===== config.mk =====
export PLATFORM = sky130hd
export DESIGN_NAME = txc_cache
export DESIGN_NICKNAME = d
export VERILOG_FILES = /design/src/rtl/txc_pkg.sv /design/src/rtl/txc_sweep.sv /design/src/rtl/txc_ovf_store.sv /design/src/rtl/txc_cache.sv
export SDC_FILE = /design/constraint.sdc
export NUM_CORES = 1
export LEC_CHECK = 0
export CAP_MARGIN = 20
export CORE_UTILIZATION = 58
export DETAILED_ROUTE_END_ITERATION = 8
export DONT_BUFFER_PORTS = 1
export PLACE_DENSITY = 0.86
export RECOVER_POWER = 100
export SYNTH_ARGS = -nofsm -noshare
export SYNTH_HDL_FRONTEND = slang
export SYNTH_SLANG_ARGS = --single-unit

===== constraint.sdc =====
create_clock -name clk -period 6.7 [get_ports clk]
set_input_delay 1.34 -clock clk [delete_from_list [all_inputs] [get_ports clk]]
set_output_delay 1.34 -clock clk [all_outputs]
set_load 0.005 [all_outputs]

===== src/rtl/txc_pkg.sv =====
`timescale 1ns/1ps
package txc_pkg;

    typedef enum logic [1:0] {
        SW_IDLE   = 2'd0,
        SW_COMMIT = 2'd1,
        SW_ABORT  = 2'd2
    } sweep_mode_e;

    typedef enum logic [1:0] {
        PATH_HIT    = 2'd0,
        PATH_SWAP   = 2'd1,
        PATH_FILL   = 2'd2,
        PATH_BYPASS = 2'd3
    } acc_path_e;

    // Start slot for the linear probe of the overflow store.
    function automatic int unsigned ovf_hash(input logic [31:0] line_addr);
        return int'(line_addr ^ (line_addr >> 3));
    endfunction

endpackage


===== src/rtl/txc_sweep.sv =====
`timescale 1ns/1ps
module txc_sweep
    import txc_pkg::*;
#(
    parameter int STEPS = 12,
    localparam int IW = $clog2(STEPS)
) (
    input  logic          clk,
    input  logic          rst,
    input  logic          start_commit,
    input  logic          start_abort,
    output logic          busy,
    output sweep_mode_e   mode,
    output logic [IW-1:0] idx,
    output logic          last
);

    assign busy = (mode != SW_IDLE);
    assign last = busy && (idx == IW'(STEPS - 1));

    always_ff @(posedge clk) begin
        if (rst) begin
            mode <= SW_IDLE;
            idx  <= '0;
        end else if (mode == SW_IDLE) begin
            idx <= '0;
            if (start_commit)     mode <= SW_COMMIT;
            else if (start_abort) mode <= SW_ABORT;
        end else if (last) begin
            mode <= SW_IDLE;
            idx  <= '0;
        end else begin
            idx <= idx + 1'b1;
        end
    end

    AST_SWEEP_ENDS: assert property (@(posedge clk) disable iff (rst)
        last |=> !busy);
    AST_SWEEP_STARTS_AT_ZERO: assert property (@(posedge clk) disable iff (rst)
        (busy && !$past(busy)) |-> (idx == '0));

endmodule


===== src/rtl/txc_ovf_store.sv =====
`timescale 1ns/1ps
module txc_ovf_store
    import txc_pkg::*;
#(
    parameter int ADDR_W = 8,
    parameter int DATA_W = 16,
    parameter int DEPTH  = 4,
    localparam int OW = $clog2(DEPTH)
) (
    input  logic              clk,
    input  logic              rst,
    input  logic [ADDR_W-1:0] look_addr,
    output logic              look_hit,
    output logic [OW-1:0]     look_idx,
    output logic [DATA_W-1:0] look_data,
    input  logic [ADDR_W-1:0] ins_addr,
    output logic              free_ok,
    output logic [OW-1:0]     free_idx,
    input  logic              wr_en,
    input  logic [OW-1:0]     wr_idx,
    input  logic [ADDR_W-1:0] wr_addr,
    input  logic [DATA_W-1:0] wr_data,
    input  logic              kill_en,
    input  logic [OW-1:0]     kill_idx,
    input  logic [OW-1:0]     rd_idx,
    output logic              rd_valid,
    output logic [ADDR_W-1:0] rd_addr,
    output logic [DATA_W-1:0] rd_data
);

    logic              slot_v [DEPTH];
    logic [ADDR_W-1:0] slot_a [DEPTH];
    logic [DATA_W-1:0] slot_d [DEPTH];
    int unsigned       probe_base;

    assign probe_base = ovf_hash(32'(ins_addr)) % DEPTH;

    // Lookup compares every slot at once.
    always_comb begin
        look_hit  = 1'b0;
        look_idx  = '0;
        look_data = '0;
        for (int i = 0; i < DEPTH; i++) begin
            if (!look_hit && slot_v[i] && slot_a[i] == look_addr) begin
                look_hit  = 1'b1;
                look_idx  = OW'(i);
                look_data = slot_d[i];
            end
        end
    end

    // Insertion takes the first free slot, probing linearly from the hash.
    always_comb begin
        logic [OW-1:0] cand;
        cand     = '0;
        free_ok  = 1'b0;
        free_idx = '0;
        for (int p = 0; p < DEPTH; p++) begin
            cand = OW'((probe_base + p) % DEPTH);
            if (!free_ok && !slot_v[cand]) begin
                free_ok  = 1'b1;
                free_idx = cand;
            end
        end
    end

    assign rd_valid = slot_v[rd_idx];
    assign rd_addr  = slot_a[rd_idx];
    assign rd_data  = slot_d[rd_idx];

    always_ff @(posedge clk) begin
        if (rst) begin
            for (int i = 0; i < DEPTH; i++) slot_v[i] <= 1'b0;
        end else begin
            if (kill_en) slot_v[kill_idx] <= 1'b0;
            if (wr_en) begin
                slot_v[wr_idx] <= 1'b1;
                slot_a[wr_idx] <= wr_addr;
                slot_d[wr_idx] <= wr_data;
            end
        end
    end

    AST_SLOT_NOT_CLOBBERED: assert property (@(posedge clk) disable iff (rst)
        wr_en |-> (!slot_v[wr_idx] || (kill_en && kill_idx == wr_idx)));
    AST_LOOKUP_UNIQUE: assert property (@(posedge clk) disable iff (rst)
        (wr_en && !(kill_en && kill_idx == wr_idx)) |-> !(look_hit && look_addr == wr_addr));

endmodule


===== src/rtl/txc_cache.sv =====
`timescale 1ns/1ps
module txc_cache
    import txc_pkg::*;
#(
    parameter int ADDR_W    = 8,
    parameter int DATA_W    = 16,
    parameter int SETS      = 4,
    parameter int WAYS      = 2,
    parameter int OVF_DEPTH = 4
) (
    input  logic              clk,
    input  logic              rst,
    input  logic              req_valid,
    input  logic              req_write,
    input  logic              req_tx,
    input  logic [ADDR_W-1:0] req_addr,
    input  logic [DATA_W-1:0] req_wdata,
    input  logic              xact_commit,
    input  logic              xact_abort,
    output logic              busy,
    output logic              rsp_valid,
    output logic              rsp_hit,
    output logic              rsp_ovf_hit,
    output logic              rsp_conflict,
    output logic              rsp_spill,
    output logic              rsp_fault,
    output logic [DATA_W-1:0] rsp_rdata,
    output logic [ADDR_W-1:0] mem_addr,
    output logic              mem_we,
    output logic [DATA_W-1:0] mem_wdata,
    input  logic [DATA_W-1:0] mem_rdata,
    input  logic              snoop_valid,
    output logic              snoop_nack
);

    localparam int IDX_W  = $clog2(SETS);
    localparam int TAG_W  = ADDR_W - IDX_W;
    localparam int WAY_W  = $clog2(WAYS);
    localparam int LINES  = SETS * WAYS;
    localparam int OVF_W  = $clog2(OVF_DEPTH);
    localparam int STEPS  = LINES + OVF_DEPTH;
    localparam int STEP_W = $clog2(STEPS);

    // Line state
    logic              line_v   [SETS][WAYS];
    logic              line_t   [SETS][WAYS];
    logic [TAG_W-1:0]  line_tag [SETS][WAYS];
    logic [DATA_W-1:0] line_d   [SETS][WAYS];
    logic [WAY_W-1:0]  line_age [SETS][WAYS];
    logic              set_o    [SETS];

    // Sweep engine
    sweep_mode_e       sw_mode;
    logic [STEP_W-1:0] sw_idx;
    logic              sw_last;
    logic              sw_is_line;
    logic [IDX_W-1:0]  sw_set;
    logic [WAY_W-1:0]  sw_way;
    logic [OVF_W-1:0]  sw_slot;

    txc_sweep #(.STEPS(STEPS)) u_sweep (
        .clk(clk), .rst(rst),
        .start_commit(xact_commit), .start_abort(xact_abort),
        .busy(busy), .mode(sw_mode), .idx(sw_idx), .last(sw_last)
    );

    assign sw_is_line = (sw_idx < STEP_W'(LINES));
    assign sw_set     = IDX_W'(int'(sw_idx) / WAYS);
    assign sw_way     = WAY_W'(int'(sw_idx) % WAYS);
    assign sw_slot    = OVF_W'(int'(sw_idx) - LINES);

    // Request decode
    logic              acc;
    logic [IDX_W-1:0]  set_i;
    logic [TAG_W-1:0]  tag_i;
    logic              hit;
    logic [WAY_W-1:0]  hit_w, vict_w, way_sel;
    logic              have_inv;
    acc_path_e         path;
    logic              victim_t, fault, spill, old_t, upd_line;
    logic [ADDR_W-1:0] victim_addr;
    logic [DATA_W-1:0] base_data, new_data;

    logic              ov_look_hit, ov_free_ok, ov_wr_en, ov_kill_en, ov_rd_valid;
    logic [OVF_W-1:0]  ov_look_idx, ov_free_idx, ov_wr_idx, ov_kill_idx;
    logic [DATA_W-1:0] ov_look_data, ov_rd_data;
    logic [ADDR_W-1:0] ov_rd_addr;

    assign acc   = req_valid && !busy;
    assign set_i = req_addr[IDX_W-1:0];
    assign tag_i = req_addr[ADDR_W-1:IDX_W];

    always_comb begin
        hit      = 1'b0;
        hit_w    = '0;
        have_inv = 1'b0;
        vict_w   = '0;
        for (int w = 0; w < WAYS; w++) begin
            if (line_v[set_i][w] && line_tag[set_i][w] == tag_i) begin
                hit   = 1'b1;
                hit_w = WAY_W'(w);
            end
        end
        for (int w = WAYS - 1; w >= 0; w--) begin
            if (!line_v[set_i][w]) begin
                have_inv = 1'b1;
                vict_w   = WAY_W'(w);
            end
        end
        if (!have_inv) begin
            for (int w = 0; w < WAYS; w++) begin
                if (line_age[set_i][w] == WAY_W'(WAYS - 1)) vict_w = WAY_W'(w);
            end
        end
    end

    assign victim_t    = line_v[set_i][vict_w] && line_t[set_i][vict_w];
    assign victim_addr = {line_tag[set_i][vict_w], set_i};

    always_comb begin
        if (hit)                               path = PATH_HIT;
        else if (set_o[set_i] && ov_look_hit)  path = PATH_SWAP;
        else if (req_write && !req_tx)         path = PATH_BYPASS;
        else                                   path = PATH_FILL;
    end

    assign way_sel  = (path == PATH_HIT) ? hit_w : vict_w;
    assign fault    = acc && (path == PATH_FILL) && victim_t && !ov_free_ok;
    assign spill    = acc && ((path == PATH_FILL) || (path == PATH_SWAP)) && victim_t && !fault;
    assign upd_line = acc && !fault && (path != PATH_BYPASS);

    always_comb begin
        unique case (path)
            PATH_HIT:  begin base_data = line_d[set_i][hit_w]; old_t = line_t[set_i][hit_w]; end
            PATH_SWAP: begin base_data = ov_look_data;         old_t = 1'b1;                  end
            PATH_FILL: begin base_data = mem_rdata;            old_t = 1'b0;                  end
            default:   begin base_data = '0;                   old_t = 1'b0;                  end
        endcase
    end
    assign new_data = req_write ? req_wdata : base_data;

    // Overflow store control
    assign ov_wr_en    = spill;
    assign ov_wr_idx   = (path == PATH_SWAP) ? ov_look_idx : ov_free_idx;
    assign ov_kill_en  = (acc && path == PATH_SWAP) || (busy && !sw_is_line);
    assign ov_kill_idx = busy ? sw_slot : ov_look_idx;

    txc_ovf_store #(.ADDR_W(ADDR_W), .DATA_W(DATA_W), .DEPTH(OVF_DEPTH)) u_ovf (
        .clk(clk), .rst(rst),
        .look_addr(req_addr), .look_hit(ov_look_hit), .look_idx(ov_look_idx), .look_data(ov_look_data),
        .ins_addr(victim_addr), .free_ok(ov_free_ok), .free_idx(ov_free_idx),
        .wr_en(ov_wr_en), .wr_idx(ov_wr_idx), .wr_addr(victim_addr), .wr_data(line_d[set_i][vict_w]),
        .kill_en(ov_kill_en), .kill_idx(ov_kill_idx),
        .rd_idx(sw_slot), .rd_valid(ov_rd_valid), .rd_addr(ov_rd_addr), .rd_data(ov_rd_data)
    );

    // Memory port: sweep write-back or the request's own traffic
    always_comb begin
        mem_we    = 1'b0;
        mem_addr  = req_addr;
        mem_wdata = req_wdata;
        if (sw_mode == SW_COMMIT) begin
            if (sw_is_line) begin
                mem_we    = line_v[sw_set][sw_way] && line_t[sw_set][sw_way];
                mem_addr  = {line_tag[sw_set][sw_way], sw_set};
                mem_wdata = line_d[sw_set][sw_way];
            end else begin
                mem_we    = ov_rd_valid;
                mem_addr  = ov_rd_addr;
                mem_wdata = ov_rd_data;
            end
        end else if (acc && req_write && !req_tx) begin
            mem_we = 1'b1;
        end
    end

    assign snoop_nack = snoop_valid && (sw_mode == SW_COMMIT);

    logic [IDX_W-1:0] rsp_set;

    always_ff @(posedge clk) begin
        if (rst) begin
            for (int s = 0; s < SETS; s++) begin
                set_o[s] <= 1'b0;
                for (int w = 0; w < WAYS; w++) begin
                    line_v[s][w]   <= 1'b0;
                    line_t[s][w]   <= 1'b0;
                    line_age[s][w] <= WAY_W'(w);
                end
            end
            rsp_valid    <= 1'b0;
            rsp_hit      <= 1'b0;
            rsp_ovf_hit  <= 1'b0;
            rsp_conflict <= 1'b0;
            rsp_spill    <= 1'b0;
            rsp_fault    <= 1'b0;
            rsp_rdata    <= '0;
            rsp_set      <= '0;
        end else begin
            rsp_valid    <= acc;
            rsp_hit      <= acc && !fault && (path == PATH_HIT || path == PATH_SWAP);
            rsp_ovf_hit  <= acc && (path == PATH_SWAP);
            rsp_conflict <= acc && !fault && !req_tx && old_t;
            rsp_spill    <= spill;
            rsp_fault    <= fault;
            rsp_rdata    <= fault ? '0 : new_data;
            rsp_set      <= set_i;

            if (upd_line) begin
                line_v[set_i][way_sel]   <= 1'b1;
                line_tag[set_i][way_sel] <= tag_i;
                line_d[set_i][way_sel]   <= new_data;
                line_t[set_i][way_sel]   <= old_t || req_tx;
                for (int w = 0; w < WAYS; w++) begin
                    if (line_age[set_i][w] < line_age[set_i][way_sel])
                        line_age[set_i][w] <= line_age[set_i][w] + 1'b1;
                end
                line_age[set_i][way_sel] <= '0;
            end
            if (spill) set_o[set_i] <= 1'b1;

            if (busy && sw_is_line) begin
                line_t[sw_set][sw_way] <= 1'b0;
                if (sw_mode == SW_ABORT && line_t[sw_set][sw_way])
                    line_v[sw_set][sw_way] <= 1'b0;
            end
            if (sw_last) begin
                for (int s = 0; s < SETS; s++) set_o[s] <= 1'b0;
            end
        end
    end

    AST_TX_NO_MEMWR: assert property (@(posedge clk) disable iff (rst)
        (acc && req_tx) |-> !mem_we);
    AST_OVF_HIT_NEEDS_O: assert property (@(posedge clk) disable iff (rst)
        rsp_ovf_hit |-> set_o[rsp_set]);
    AST_NACK_ONLY_BUSY: assert property (@(posedge clk) disable iff (rst)
        snoop_nack |-> busy);
    AST_FAULT_CLEAN: assert property (@(posedge clk) disable iff (rst)
        rsp_fault |-> (!rsp_spill && !rsp_hit));
    AST_NO_RSP_IN_SWEEP: assert property (@(posedge clk) disable iff (rst)
        (busy && $past(busy)) |-> !rsp_valid);
    AST_ABORT_NO_MEMWR: assert property (@(posedge clk) disable iff (rst)
        (sw_mode == SW_ABORT) |-> !mem_we);

endmodule


==> implementation parameters <==
Parameter                              Value

Synthesis
  Fraction of the mapped netlist area in compound gates ... 0.08084
  Adder-Cell Fraction of Synth Area ... 0.004474
  Sequential fraction of the synthesis area ... 0.5721
  EDFF count, synth ... 295
  YS warnings ... 0
  Synth Register Bits ... 332
  Mapped Area ... 16780 sq um
  Top cell type's share of synthesized area ... 0.5280
  Most instantiated cells after synthesis ... sky130_fd_sc_hd__edfxtp_1, sky130_fd_sc_hd__mux4_2, sky130_fd_sc_hd__nor2_1
  Number of library cell types mapped by synthesis ... 68
  Top-count cell post-synth ... sky130_fd_sc_hd__edfxtp_1
  Dominant combinational cell family by area after synthesis ... multiplexers
  Prevailing post-synth register cell ... sky130_fd_sc_hd__edfxtp_1
  Total nets after synthesis ... 1227
  Share of flip-flops with an asynchronous set or reset ... 0
  Cell count after synthesis ... 1173
  Synth Area in Simple Gates ... 0.08337
  Ranking of synthesized cells by area ... sky130_fd_sc_hd__edfxtp_1, sky130_fd_sc_hd__mux4_2, sky130_fd_sc_hd__dfxtp_1
  Xor-xnor portion of the synthesized cell area ... 0.02401
  Cell taking the most area after synthesis ... sky130_fd_sc_hd__edfxtp_1
  Post-synthesis mux area share ... 0.2087
  Avg Cell Area, Syn ... 14.30 sq um

Route
  DRT antenna net count ... 0
  Initial DRC Count ... 1952
  Wirelength per Cell ... 29.50 um
  Number of optimization iterations in the first detailed-route pass ... 5
  Total via count in the routed design ... 11317
  Via-to-Cell Ratio ... 7.306
  Final routed wirelength across all metal layers ... 45700 um
  Post-detailed-route DRC marker count ... 0

Layout
  Number of diodes ... 0
  Final cell count without fillers ... 1549
  Number of nets in the final layout ... 1198
  Layout area overhead ... 8.315%
  Share of layout cells above drive strength 1 ... 0.1973

Timing
  Maximum clock frequency ... 0.1613 GHz
  Hold violation total from the final report ... 0
  Final TNS setup ... 0 ns
  Max-slew headroom at the worst pin ... -0.8112
  Crit share post-route ... 0.9252
  Post-layout min period ... 6.199 ns
  Pin slew with the least headroom to its limit ... 2.717 ns
  Worst Hold Margin ... 0.4589 ns
  Clock tree skew after final layout ... 0.02132 ns
  Unrepaired setup endpoints after global routing ... no
  Final setup viols ... 0
  Max-slew violation count ... 148

Floorplanning
  Cell row count ... 61
  Top Ports ... 97
  Effective utilization at floorplan ... 0.5974
  Placeable core region ... 28090 sq um
  Overall die area ... 29610 sq um
  Chip height ... 172.1 um
  Die outline width ... 172.1 um

Setup path
  Reg-to-reg endpoint ... line_t[3][0]$_SDFFCE_PN0P_
  Max FO, Critical Path ... 70
  Reg2reg path depth ... 13
  Crit path kind ... input pin to flop
  Crit start category ... input pin
  Critical Path Sink Type ... flop
  Reg-to-reg setup timing slack ... 0.90 ns
  Critical Path AT ... 6.47 ns
  R2r startpoint ... u_ovf.slot_a[2][0]$_DFFE_PP_
  Data required time of the worst path ... 6.97 ns

GRT
  Number of global-route vias before repair ... 10734
  Global-route wire length before repair ... 67830 um
  Gr usage total ... 0.3169
  Number of antenna violations at the first check in global routing ... 0
  Residual overflow from global routing ... 0
  Pin count of the biggest net entering global routing ... 71

Clock tree
  Total clock buffers created by CTS ... 35
  Clock transition at the register clock pins on the worst setup and hold paths after CTS ... 0.06 ns
  Count of hold buffers inserted by post-cts repair ... 0
  Clock tree from TritonCTS ... yes
  H-tree levels ... 2
  Number of resized instances in the post-cts repair step ... 0
  Number of setup buffers added after CTS ... 0
  CTS Sinks ... 332
  Cell at the root of the clock tree ... sky130_fd_sc_hd__clkbuf_16
  Bufs on Longest Clock Path ... 3
  Later-pin clock latency in the skew report ... 0.55 ns

Worst hold path
  Hold-critical path endpoint ... set_o[2]$_DFF_P_
  Hold crit path type ... flop to flop
  Cells on Worst Hold Path ... 2
  Beginning of the worst hold path ... set_o[2]$_DFF_P_

Power and ir drop
  Power Density ... 257.7 nW/um^2
  Leakage power total ... 5.758 nW
  Overall power consumption ... 4.684 mW
  Maximum vdd ir drop ... 169.4 uV

Run status
  Violated checks ... capacitance limit, slew limit
  Run status ... finished, violations left

Placement
  Instance count after placement with tap cells included ... 1483
  Number of buffers added on ports ... 0
  Final GP Congestion ... 1.004
  Final HPWL from detailed placement ... 29650 um

Run
  Count of maximum capacitance violations ... 5
## area by class of cell
type / count / area (sq um)
flip-flops and latches: 332 / 9605
clock buffers: 47 / 920.9
inverters: 19 / 71.32
repair buffers: 23 / 147.6
fillers: 1932 / 9913
multi-input cells: 733 / 6724
clock inverters: 17 / 231.5
well taps: 378 / 473.0
## layout by cell type, fill, tap and decap left out, types with 28 or more instances in the layout
master | synthesis | layout
sky130_fd_sc_hd__mux2i_1 | 28 | 28
sky130_fd_sc_hd__clkbuf_16 | 0 | 35
sky130_fd_sc_hd__o21ai_0 | 53 | 57
sky130_fd_sc_hd__edfxtp_1 | 295 | 295
sky130_fd_sc_hd__nor2_1 | 75 | 73
sky130_fd_sc_hd__a21oi_1 | 51 | 51
sky130_fd_sc_hd__mux4_2 | 123 | 123
sky130_fd_sc_hd__xnor2_1 | 35 | 35
sky130_fd_sc_hd__nand3_1 | 39 | 39
sky130_fd_sc_hd__dfxtp_1 | 37 | 34
sky130_fd_sc_hd__nand2_1 | 74 | 74
## worst max-delay path, cell delays in order
cell and delay (ns):
sky130_fd_sc_hd__xnor2_1 0.15, sky130_fd_sc_hd__nand4_1 0.09, sky130_fd_sc_hd__nor4_1 0.05, sky130_fd_sc_hd__buf_4 0.22, sky130_fd_sc_hd__nand2b_1 0.21, sky130_fd_sc_hd__o31ai_1 0.47
sky130_fd_sc_hd__nand2_1 0.21, sky130_fd_sc_hd__inv_1 0.17, sky130_fd_sc_hd__ha_1 0.66, sky130_fd_sc_hd__nand4_1 0.33, sky130_fd_sc_hd__o311ai_0 1.91, sky130_fd_sc_hd__and2b_1 0.43
sky130_fd_sc_hd__o21ai_0 0.18
## worst max path at each step
stage	endpoint	start	depth (start not counted)	slack [ns]
6_report	line_t[3][0]$_SDFFCE_PN0P_	req_addr[1]	13	0.50
5_1_grt	line_t[3][0]$_SDFFCE_PN0P_	req_addr[1]	13	0.35
4_1_cts	line_tag[3][5]$_DFFE_PP_	req_addr[0]	14	1.08
3_5_place_dp	line_d[3][14]$_DFFE_PP_	req_addr[1]	15	0.61
3_3_place_gp	line_d[3][7]$_DFFE_PP_	req_addr[1]	15	0.73
2_1_floorplan	u_ovf.slot_a[1][0]$_DFFE_PP_	req_addr[0]	18	0.02
## report_power, final
| group | switching [mW] | total, mW | internal (mW) | leakage [nW] |
|---|---|---|---|---|
| sequential | 0.0334 | 2.33 | 2.30 | 2.99 |
| clock | 0.828 | 1.97 | 1.14 | 0.549 |
| combinational | 0.227 | 0.385 | 0.158 | 2.22 |
| total | 1.09 | 4.68 | 3.60 | 5.76 |
## through the flow
| stage | instance area, sq um | util | setup WS [ns] |
|---|---|---|---|
| after floorplan | 16790 | - | 0.01900 |
| after global placement | 17090 | 0.6086 | 0.7324 |
| after detailed placement | 17090 | 0.6086 | 0.6108 |
| after CTS | 18250 | 0.6496 | 1.083 |
| after global routing | 18170 | 0.6471 | 0.3494 |
| final | 18170 | 0.6471 | 0.5014 |
## per-layer routing
metal	wire, um	global-route usage	part of all wire	vias up
met1	17240	0.4683	0.38	5599
li1	-	-	-	4570
met2	20330	0.4606	0.44	1024
met3	6570	0.07942	0.14	124
met4	1566	0.1062	0.034	0
met5	0	0	0	-
## kinds of logic after synthesis
group           Yosys count
compound gates          207
buf+inv                 108
mux                     191
flops                   332
simple gates            283
fa+ha+maj                 6
xor+xnor                 46
## sequential cells by signal (all words and copies together), names as in the netlist, 8 cells and up
signal and cells:
rsp_rdata 16, line_d 128, line_v 8, line_t 8, u_ovf.slot_a 32, line_age 8, line_tag 48, u_ovf.slot_d 64
Note: power is estimated with default switching activity, not from simulation.
